==> config.mk <==
export PLATFORM = sky130hd
export DESIGN_NAME = mt_target_agent
export DESIGN_NICKNAME = d
export VERILOG_FILES = /design/src/rtl/mtta_pkg.sv /design/src/rtl/thread_lane.sv /design/src/rtl/rr_arbiter.sv /design/src/rtl/target_core.sv /design/src/rtl/mt_target_agent.sv
export SDC_FILE = /design/constraint.sdc
export NUM_CORES = 1
export LEC_CHECK = 0
export CAP_MARGIN = 20
export CORE_UTILIZATION = 45
export DETAILED_ROUTE_END_ITERATION = 8
export DONT_BUFFER_PORTS = 1
export SLEW_MARGIN = 20
export SYNTH_ARGS = -nofsm -noshare
export SYNTH_HDL_FRONTEND = slang
export SYNTH_SLANG_ARGS = --single-unit
export TNS_END_PERCENT = 100
==> constraint.sdc <==
create_clock -name clk -period 9.05 [get_ports clk]
set_input_delay 0.4525 -clock clk [delete_from_list [all_inputs] [get_ports clk]]
set_output_delay 0.4525 -clock clk [all_outputs]
set_load 0.005 [all_outputs]
==> src/rtl/mtta_pkg.sv <==
package mtta_pkg;
  typedef enum logic {CMD_RD = 1'b0, CMD_WR = 1'b1} cmd_e;
  typedef enum logic [1:0] {RC_NULL = 2'b00, RC_DVA = 2'b01} rcode_e;
endpackage

==> src/rtl/thread_lane.sv <==
module thread_lane #(
  parameter int DEPTH = 4,
  parameter int EW    = 49,
  parameter int LAT_W = 4
) (
  input  logic             clk,
  input  logic             rst,
  input  logic             push,
  input  logic [EW-1:0]    push_data,
  input  logic             pop,
  input  logic [LAT_W-1:0] lat,
  output logic [EW-1:0]    head,
  output logic             ready,
  output logic             full,
  output logic             busy
);
  localparam int PW = (DEPTH > 1) ? $clog2(DEPTH) : 1;
  localparam int CW = $clog2(DEPTH + 1);
  localparam logic [CW-1:0] FULL_AT = CW'(DEPTH);
  localparam logic [CW-1:0] BUSY_AT = CW'(DEPTH - 1);

  logic [EW-1:0]    slot_q [DEPTH];
  logic [PW-1:0]    wr_ptr_q, rd_ptr_q;
  logic [CW-1:0]    cnt_q, cnt_d;
  logic [LAT_W-1:0] wait_q;
  logic             busy_q;

  // storage without reset so it maps onto distributed RAM
  always_ff @(posedge clk) begin
    if (push) slot_q[wr_ptr_q] <= push_data;
  end

  assign head  = slot_q[rd_ptr_q];
  assign full  = (cnt_q == FULL_AT);
  assign ready = (cnt_q != '0) && (wait_q >= lat);
  assign busy  = busy_q;

  always_comb begin
    cnt_d = cnt_q;
    if (push && !pop) cnt_d = cnt_q + 1'b1;
    else if (pop && !push) cnt_d = cnt_q - 1'b1;
  end

  always_ff @(posedge clk) begin
    if (rst) begin
      wr_ptr_q <= '0;
      rd_ptr_q <= '0;
      cnt_q    <= '0;
      wait_q   <= '0;
      busy_q   <= 1'b0;
    end else begin
      if (push) wr_ptr_q <= (wr_ptr_q == PW'(DEPTH - 1)) ? '0 : wr_ptr_q + 1'b1;
      if (pop)  rd_ptr_q <= (rd_ptr_q == PW'(DEPTH - 1)) ? '0 : rd_ptr_q + 1'b1;
      cnt_q  <= cnt_d;
      busy_q <= (cnt_d >= BUSY_AT);
      if (pop || cnt_q == '0) wait_q <= '0;
      else if (wait_q < lat)  wait_q <= wait_q + 1'b1;
    end
  end

  AST_NO_OVERFLOW: assert property (@(posedge clk) disable iff (rst) push |-> !full);
  AST_NO_UNDERFLOW: assert property (@(posedge clk) disable iff (rst) pop |-> cnt_q != '0);
  AST_POP_ELIGIBLE: assert property (@(posedge clk) disable iff (rst) pop |-> ready);
  AST_BUSY_WHEN_FULL: assert property (@(posedge clk) disable iff (rst) full |-> busy_q);
endmodule

==> src/rtl/rr_arbiter.sv <==
module rr_arbiter #(
  parameter int N  = 4,
  parameter int IW = 2
) (
  input  logic          clk,
  input  logic          rst,
  input  logic [N-1:0]  req,
  output logic [N-1:0]  grant,
  output logic [IW-1:0] gnt_idx,
  output logic          any
);
  logic [IW-1:0] ptr_q;

  always_comb begin
    any     = 1'b0;
    gnt_idx = '0;
    for (int i = 0; i < N; i++) begin
      int j;
      j = int'(ptr_q) + i;
      if (j >= N) j = j - N;
      if (!any && req[j]) begin
        any     = 1'b1;
        gnt_idx = IW'(j);
      end
    end
    for (int k = 0; k < N; k++) grant[k] = any && (gnt_idx == IW'(k));
  end

  always_ff @(posedge clk) begin
    if (rst) ptr_q <= '0;
    else if (any) ptr_q <= (gnt_idx == IW'(N - 1)) ? '0 : gnt_idx + 1'b1;
  end

  AST_GRANT_ONEHOT: assert property (@(posedge clk) disable iff (rst) $onehot0(grant));
  AST_GRANT_SUBSET: assert property (@(posedge clk) disable iff (rst) (grant & ~req) == '0);
  AST_WORK_CONSERVE: assert property (@(posedge clk) disable iff (rst) (|req) |-> (|grant));
endmodule

==> src/rtl/target_core.sv <==
module target_core
  import mtta_pkg::*;
#(
  parameter int DW     = 32,
  parameter int MEM_AW = 4,
  parameter int TID_W  = 4
) (
  input  logic              clk,
  input  logic              rst,
  input  logic              go,
  input  logic              cmd,
  input  logic [MEM_AW-1:0] idx,
  input  logic [DW-1:0]     wdata,
  input  logic [TID_W-1:0]  tid,
  output logic              resp_valid,
  output logic [1:0]        resp_code,
  output logic [TID_W-1:0]  resp_tid,
  output logic [DW-1:0]     resp_data
);
  localparam int WORDS = 1 << MEM_AW;

  logic [DW-1:0] mem_q [WORDS];

  always_ff @(posedge clk) begin
    if (go && cmd == CMD_WR) mem_q[idx] <= wdata;
  end

  always_ff @(posedge clk) begin
    if (rst || !go) begin
      resp_valid <= 1'b0;
      resp_code  <= RC_NULL;
      resp_tid   <= '0;
      resp_data  <= '0;
    end else begin
      resp_valid <= 1'b1;
      resp_code  <= RC_DVA;
      resp_tid   <= tid;
      resp_data  <= (cmd == CMD_WR) ? '0 : mem_q[idx];
    end
  end

  AST_WRITE_ACK: assert property (@(posedge clk) disable iff (rst) (go && cmd == CMD_WR) |=> (resp_valid && resp_code == RC_DVA && resp_data == '0));
  AST_ONE_RESP_PER_GO: assert property (@(posedge clk) disable iff (rst) resp_valid |-> $past(go));
endmodule

==> src/rtl/mt_target_agent.sv <==
module mt_target_agent
  import mtta_pkg::*;
#(
  parameter int THREADS = 4,
  parameter int DEPTH   = 4,
  parameter int LAT_W   = 4,
  parameter int AW      = 16,
  parameter int DW      = 32,
  parameter int MEM_AW  = 4
) (
  input  logic                     clk,
  input  logic                     rst,
  input  logic                     req_valid,
  input  logic                     req_cmd,
  input  logic [AW-1:0]            req_addr,
  input  logic [DW-1:0]            req_wdata,
  input  logic [3:0]               req_tid,
  input  logic [THREADS*LAT_W-1:0] lat_cfg,
  output logic [THREADS-1:0]       thread_busy,
  output logic                     req_err,
  output logic                     resp_valid,
  output logic [1:0]               resp_code,
  output logic [3:0]               resp_tid,
  output logic [DW-1:0]            resp_data
);
  localparam int TID_W = 4;
  localparam int IW    = (THREADS > 1) ? $clog2(THREADS) : 1;
  localparam int EW    = 1 + AW + DW;
  localparam logic [TID_W:0] NTH = (TID_W + 1)'(THREADS);

  logic              in_range, hit_full, err_q;
  logic [THREADS-1:0] push_v, ready_v, full_v, grant_v;
  logic [EW-1:0]     head_v [THREADS];
  logic [EW-1:0]     sel;
  logic [IW-1:0]     gnt_idx;
  logic              gnt_any;

  assign in_range = ({1'b0, req_tid} < NTH);

  always_comb begin
    hit_full = 1'b0;
    for (int t = 0; t < THREADS; t++)
      if (req_tid == TID_W'(t) && full_v[t]) hit_full = 1'b1;
  end

  for (genvar t = 0; t < THREADS; t++) begin : g_lane
    assign push_v[t] = req_valid && in_range && req_tid == TID_W'(t) && !full_v[t];
    thread_lane #(.DEPTH(DEPTH), .EW(EW), .LAT_W(LAT_W)) u_lane (
      .clk      (clk),
      .rst      (rst),
      .push     (push_v[t]),
      .push_data({req_cmd, req_addr, req_wdata}),
      .pop      (grant_v[t]),
      .lat      (lat_cfg[t*LAT_W +: LAT_W]),
      .head     (head_v[t]),
      .ready    (ready_v[t]),
      .full     (full_v[t]),
      .busy     (thread_busy[t])
    );
  end

  rr_arbiter #(.N(THREADS), .IW(IW)) u_arb (
    .clk    (clk),
    .rst    (rst),
    .req    (ready_v),
    .grant  (grant_v),
    .gnt_idx(gnt_idx),
    .any    (gnt_any)
  );

  assign sel = head_v[gnt_idx];

  target_core #(.DW(DW), .MEM_AW(MEM_AW), .TID_W(TID_W)) u_core (
    .clk       (clk),
    .rst       (rst),
    .go        (gnt_any),
    .cmd       (sel[EW-1]),
    .idx       (sel[DW +: MEM_AW]),
    .wdata     (sel[DW-1:0]),
    .tid       (TID_W'(gnt_idx)),
    .resp_valid(resp_valid),
    .resp_code (resp_code),
    .resp_tid  (resp_tid),
    .resp_data (resp_data)
  );

  always_ff @(posedge clk) begin
    if (rst) err_q <= 1'b0;
    else     err_q <= req_valid && (!in_range || hit_full);
  end
  assign req_err = err_q;

  AST_ERR_NEEDS_REQ: assert property (@(posedge clk) disable iff (rst) req_err |-> $past(req_valid));
  AST_TID_RANGE: assert property (@(posedge clk) disable iff (rst) resp_valid |-> ({1'b0, resp_tid} < NTH));
  AST_IDLE_QUIET: assert property (@(posedge clk) disable iff (rst) !resp_valid |-> (resp_code == RC_NULL && resp_data == '0));
endmodule

==> impl_results.md, run 1 <==
* Adder-cell share of the synthesized area at 1.482%
* Clock Skew at 30.00 ps
* Synthesized instance count at 2730
* CTS max path bufs at 3
* Reg2reg setup slack at 2860 ps
* FF-to-FF Start: g_lane[1].u_lane.wait_q[0]
* Hold_sp: rst
* Number of synthesized flops with an enable pin at 1104
* Xor/xnor cell area share of the yosys netlist at 0.4445%
* Final hold violation count at 0
* Worst path arrival time at 6730 ps
* Leakage power total at 17.06 nW
* CTS Sinks at 1198
* Worst Tran Pin Value at 1057 ps
* R2r worst-path depth at 14
* DRT iter0 DRCs at 2293
* Gpl congestion at 0.7609
* CORE AREA at 0.1038 mm2
* Final Max Slew Viols at 0
* Layout cell share with drive strength beyond 1 at 17.81%
* Initial antenna violation count at 9
* CTS tree: done
* Final net count at 2928
* Via density at 5.849
* Run status: complete, no violations
* Setup Buffers After CTS at 0
* Most used DFF post-synth: edfxtp_1
* # port buffers at 0
* Simple-gate share of the synthesized area at 4.496%
* WHS Endpoint: g_lane[1].u_lane.busy
* Hold Crit Class: in -> reg
* # setup viols final at 0
* Min Tclk post-route at 6194 ps
* Via count at 25050
* Chip height at 326.2 um
* Main combinational cell family by area after synthesis: multiplexers
* Post-Route WL at 111.5 mm
* H-tree depth at 3
* Synth Area in Compound Gates at 8.565%
* DP HPWL at 58.12 mm
* CTS Buf Count at 120
* Critical Path Source Type: register
* Pre-antenna DRT Iters at 8
* Pwr dens at 223.9 mW/mm2
* Setup crit start: g_lane[1].u_lane.wait_q[0]
* Seq cells post-synth at 1198
* Cell with the most instances after synthesis: edfxtp_1
* Distinct cells, synth at 58
* Full die area at 0.1064 mm2
* GRT Total Usage at 20.91%
* Synth async-reset ratio at 0%
* Seq/Total Area, Yosys at 74.09%
* Syn Std Cell Area at 0.04729 mm2
* Vias in the first global route at 26110
* Gr ovfl total at 0
* Worst-Skew Late Latency at 710 ps
* Root buffer cell: clkbuf_16
* First-pass GRT wire length at 165.2 mm
* Avg Inst Size Synth at 17.32 um2
* Peak VDD IR at 0.1684 mV
* Critical path required time at 9590 ps
* Fmax at 161.5 MHz
* Area contributors post-synth: edfxtp_1, mux4_2, dfxtp_1
* Max Fanout on Critical Path at 74
* Crit path kind: reg -> reg
* Setup_tns at 0 ps
* Worst flop-to-flop path endpoint: u_core.resp_data[5]
* Endpoint class of the critical path: register
* Max-slew headroom at the worst pin at 29.51%
* Worst Hold Depth at 2
* Initial core utilization at 45.56%
* Dominant cell type by area after synthesis: edfxtp_1
* Synth-to-Final Area Change at 12.77%
* IO Count at 116
* Routed Antenna Nets at 0
* Final worst path period share at 68.44%
* DRC violations left at 0
* Largest net degree at the start of global routing at 182
* Placed cell count at 4016
* Mux cell area share after synthesis at 8.883%
* Max-cap viol count at 0
* Synth top area share at 70.11%
* Post-Layout Cell Count at 4282
* Synth cell count leaders: edfxtp_1, nand2_1, mux4_2
* WL/cell at 26.04 um
* Yosys warnings at 0
* Die width at 326.2 um
* Clk slew on worst S/H paths at 60 ps
* RSZ-0062 raised after global routing: no
* Row cnt at 118
[cell type report]
| type | instances | area, um2 |
|---|---|---|
| clock inverter | 68 | 569.3 |
| inverter | 43 | 166.4 |
| sequential | 1198 | 35050 |
| antenna | 4 | 10.01 |
| fill | 8241 | 50470 |
| clock buffer | 152 | 3214 |
| multi-input combinational | 1310 | 11490 |
| tap | 1380 | 1727 |
| timing repair buffer | 127 | 1094 |
[per-stage QoR]
step	hold WS [ps]	setup WS [ps]	utilization [%]	area [um2]	total power, mW
2_1_floorplan	454.1	2556	-	47290	6.937
3_3_place_gp	447.6	2874	47.25	49040	7.189
3_5_place_dp	466.2	2843	47.28	49070	7.231
4_1_cts	31.46	2813	51.34	53290	12.03
5_1_grt	54.19	2543	51.37	53320	12.32
6_report	81.55	2856	51.38	53320	11.94
[how the worst max path moves through the flow]
stage	to	slack, ps	cells after the start
floorplan	u_core.mem_q[13][0]	2560	12
global placement	u_core.resp_data[17]	2870	13
detailed placement	u_core.resp_data[17]	2840	13
CTS	u_core.resp_data[17]	2810	14
global route	u_core.resp_data[17]	2540	14
finish	u_core.resp_data[5]	2860	14
[cell usage in the layout (no fill, tap or decap), types with 7 or more instances in the layout]
| master | instances |
|---|---|
| mux4_2 | 149 |
| dfxtp_1 | 86 |
| clkbuf_8 | 7 |
| a21boi_1 | 19 |
| nand2_1 | 288 |
| xor2_1 | 12 |
| ha_1 | 56 |
| clkbuf_16 | 121 |
| nor2_1 | 88 |
| nor3_1 | 18 |
| nand3_1 | 10 |
| o21ai_0 | 12 |
| mux2_2 | 35 |
| a21oi_1 | 42 |
| bufinv_16 | 8 |
| nor4_2 | 7 |
| buf_4 | 83 |
| inv_1 | 41 |
| clkinv_2 | 22 |
| a41oi_1 | 30 |
| a211oi_1 | 132 |
| a311o_1 | 128 |
| dlygate4sd3_1 | 41 |
| nand2b_1 | 7 |
| a21oi_2 | 13 |
| xnor2_1 | 12 |
| and2_2 | 22 |
| mux2i_1 | 45 |
| a21boi_0 | 109 |
| clkbuf_1 | 24 |
| edfxtp_1 | 1104 |
| clkinv_1 | 27 |
[critical path, stage by stage (launching register included)]
cell and delay [ps]:
dfxtp_1 400, inv_1 70, ha_1 260, nand2b_1 180, a2111oi_4 470, nor2_2 90
nor3_1 320, a221oi_4 100, inv_2 240, nand3_4 810, nand2_4 1130, buf_4 820
nand2_1 130, a311o_1 370, a41oi_1 450
[cells by family (layout without fill, tap and decap cells)]
kind of cell | after synthesis | after routing
multiplexers | 229 | 229
other | 1 | 7
adder cells (fa/ha/maj) | 56 | 56
AND/OR/NAND/NOR | 492 | 492
XOR/XNOR | 24 | 24
AO/OA/AOI/OAI | 506 | 506
flip-flops | 1198 | 1198
buffers and inverters | 224 | 390
[routing by layer]
layer | up-vias | track usage [%] | wire length, um
met5 | - | 0 | 71
met4 | 12 | 5.899 | 2753
met3 | 203 | 3.514 | 6918
met2 | 768 | 35.80 | 55990
met1 | 13030 | 27.46 | 45760
li1 | 11030 | - | -
[flip-flops by register name, indices dropped and copies added (netlist names), named ones only]
signal / cells
u_core.resp_tid: 2
g_lane.u_lane.wait_q: 16
g_lane.u_lane.busy: 4
g_lane.u_lane.wr_ptr_q: 8
g_lane.u_lane.slot_q: 592
g_lane.u_lane.rd_ptr_q: 8
req_err: 1
g_lane.u_lane.cnt_q: 12
u_core.resp_valid: 1
u_core.resp_data: 32
u_core.mem_q: 512
u_arb.ptr_q: 2
[power breakdown]
group	internal [mW]	switching [mW]
Sequential	6.16	0.0308
Combinational	0.301	0.680
Clock	2.73	2.04
Total	9.19	2.75
[repair_timing]
item / CTS / global route
hold buffers: 42 / 0
gates resized for setup: 0 / 0
hold endpoints to repair: 653 / 0
No activity file was read; power rests on OpenSTA's default activity.
==> run 2, diff against run 1 <==
--- a/config.mk
+++ b/config.mk
@@ -5,6 +5,7 @@
 export SDC_FILE = /design/constraint.sdc
 export NUM_CORES = 1
 export LEC_CHECK = 0
+export ABC_AREA = 1
 export CAP_MARGIN = 20
 export CORE_UTILIZATION = 45
 export DETAILED_ROUTE_END_ITERATION = 8
==> constraint.sdc (replaced) <==
create_clock -name clk -period 6.3 [get_ports clk]
set_input_delay 0.315 -clock clk [delete_from_list [all_inputs] [get_ports clk]]
set_output_delay 0.315 -clock clk [all_outputs]
set_load 0.005 [all_outputs]
==> impl_results.md, run 2 <==
* H-tree depth at 4
* Full die area at 0.1104 mm2
* Final Max Slew Viols at 0
* CORE AREA at 0.1077 mm2
* Row cnt at 120
* Initial antenna violation count at 11
* Max Fanout on Critical Path at 25
* Avg Inst Size Synth at 11.64 um2
* Peak VDD IR at 0.6893 mV
* Top reg by flops: g_lane.u_lane.slot_q
* Overall power at 31.95 mW
* CTS tree: done
* Yosys warnings at 0
* Gpl congestion at 0.7666
* Worst Tran Pin Value at 1071 ps
* DRC violations left at 0
* DRT iter0 DRCs at 3141
* Commonest non-fill, non-tap cell in the layout: nand2_1
* Worst flop-to-flop path endpoint: u_core.mem_q[3][28]
* Seq cells post-synth at 1198
* Min Tclk post-route at 5024 ps
* Run status: complete, no violations
* Most used DFF post-synth: edfxtp_1
* Most frequent cells in the layout: nand2_1, edfxtp_1, nor2_1
* Register area at 0.03504 mm2
* Critical Path Source Type: register
* DP Area at 0.05059 mm2
* Pre-antenna DRT Iters at 5
* FF-to-FF Start: g_lane[0].u_lane.wait_q[0]
* Cell with the most instances after synthesis: nand2_1
* Critical path required time at 6670 ps
* Dominant cell type by area after synthesis: edfxtp_1
* Hold Crit Class: in -> reg
* # setup viols final at 0
* WL/cell at 22.10 um
* Synthesized instance count at 4218
* DP HPWL at 64.52 mm
* Worst path arrival time at 5390 ps
* Most used routing layer: met2
* Reg2reg setup slack at 1280 ps
* IO Count at 116
* # port buffers at 0
* Distinct cells, synth at 40
* Leakage power total at 20.21 nW
* Fmax at 199.0 MHz
* Crit path to: u_core.mem_q[3][28]
* Grt met2 use at 38.19%
* Via density at 5.563
* Clock Skew at 24.11 ps
* CTS max path bufs at 3
* Max-slew headroom at the worst pin at 28.59%
* CTS Buf Count at 130
* Top Registers: g_lane.u_lane.slot_q: 592 flops, u_core.mem_q: 512 flops, u_core.resp_data: 32 flops
* Met3 global-route usage at 3.894%
* Via count at 31810
* Design Area, Final at 0.05500 mm2
* Synth top area share at 67.53%
* Routed Antenna Nets at 0
* Root buffer cell: clkbuf_16
* Die width at 332.3 um
* Vias in the first global route at 30560
* RSZ-0062 raised after global routing: no
* Setup crit start: g_lane[0].u_lane.wait_q[0]
* Pwr dens at 580.9 mW/mm2
* Area contributors post-synth: edfxtp_1, nand2_1, dfxtp_1
* R2r worst-path depth at 19
* Endpoint class of the critical path: register
* Layout cell share with drive strength beyond 1 at 7.562%
* Met1 GRT Util at 30.36%
* Chip height at 332.3 um
* Syn Std Cell Area at 0.04909 mm2
* Clk slew on worst S/H paths at 60 ps
* Seq/Total Area, Yosys at 71.36%
* CTS Sinks at 1198
* Worst-Skew Late Latency at 730 ps
* Gr ovfl total at 0
* Initial core utilization at 45.60%
* Number of flip-flops in the largest register at 592
* Final hold violation count at 0
* First-pass GRT wire length at 190.1 mm
* GRT Total Usage at 22.96%
* Synth async-reset ratio at 0%
* Fill cell count at 9176
* Number of synthesized flops with an enable pin at 1104
* Final worst path period share at 79.75%
* Synth cell count leaders: nand2_1, edfxtp_1, nor2_1
* Multi-input gate area at 0.01260 mm2
* Post-Route WL at 126.4 mm
* Synth-to-Final Area Change at 12.04%
* Crit path kind: reg -> reg
* Setup_tns at 0 ps
* Max-cap viol count at 0
* Final net count at 4337
* Largest net degree at the start of global routing at 168
[run 2: per-stage QoR]
step	setup WS [ps]	utilization (%)	hold slack [ps]	cells
6_report	1276	51.09	108.2	5718
5_1_grt	753.4	51.09	126.3	5718
4_1_cts	1211	51.08	52.74	5714
3_5_place_dp	1227	46.99	388.3	5438
3_3_place_gp	1251	46.99	387.0	5438
2_1_floorplan	1972	-	413.9	4220
[run 2: cell type report]
class / instances / area share (%)
antenna: 4 / 0.01820
timing repair buffer: 116 / 2.093
multi-input combinational: 2642 / 22.91
tap: 1403 / 3.191
clock inverter: 63 / 0.8189
inverter: 121 / 0.8303
sequential: 1198 / 63.71
clock buffer: 171 / 6.424
[run 2: how the worst min path moves through the flow]
stage                       from                       endpoint  cells after the start
finish                lat_cfg[3]     g_lane[0].u_lane.wait_q[1]                      6
global route          lat_cfg[3]     g_lane[0].u_lane.wait_q[1]                      6
CTS                   lat_cfg[3]     g_lane[0].u_lane.wait_q[1]                      6
detailed placement           rst      g_lane[2].u_lane.cnt_q[0]                      1
global placement             rst      g_lane[3].u_lane.cnt_q[0]                      1
floorplan           req_wdata[0]  g_lane[0].u_lane.slot_q[0][0]                      0
[run 2: kinds of logic (layout without fill, tap and decap cells)]
| kind of cell | count (synthesis) | after routing | synth area share, % |
|---|---|---|---|
| AOI/OAI and AO/OA | 581 | 581 | 7.116 |
| xor gates and xnor gates | 9 | 9 | 0.1988 |
| adders and majority gates | 56 | 56 | 1.427 |
| buffers and inverters | 380 | 471 | 3.621 |
| DFF | 1198 | 1198 | 71.36 |
| other | 1 | 7 | 0.007638 |
| and+or+nand+nor | 1993 | 1993 | 16.27 |
[run 2: power breakdown]
group	total, mW	switching (mW)	internal (mW)
Combinational	13.4	10.3	3.15
Sequential	11.4	0.289	11.1
Clock	7.14	3.06	4.08
Total	32.0	13.6	18.3
[run 2: repair_timing]
action,in CTS,in global routing
hold buffers,42,0
endpoints found under the hold margin,605,0
setup endpoints to repair,0,0
buffers inserted,0,0
gates resized for setup,0,0
[run 2: worst max-delay path: stages (launching register included)]
cell,delay (ps)
dfxtp_1,380
inv_1,80
ha_1,280
nand4_1,90
nand3_1,150
nand3_1,140
nand3_1,120
nand2_2,110
nand3_1,90
nand3_1,80
nand2_1,70
nand2_2,60
inv_2,580
o21ai_0,190
nor2_1,120
a31oi_1,90
nor2_1,430
nand3_1,420
nor2_4,610
buf_4,510
[run 2: layer usage]
metal	share of wire [%]	up-vias
met5	0.054	-
li1	-	14810
met1	42	15570
met2	48	1150
met4	2.9	10
met3	7.3	275
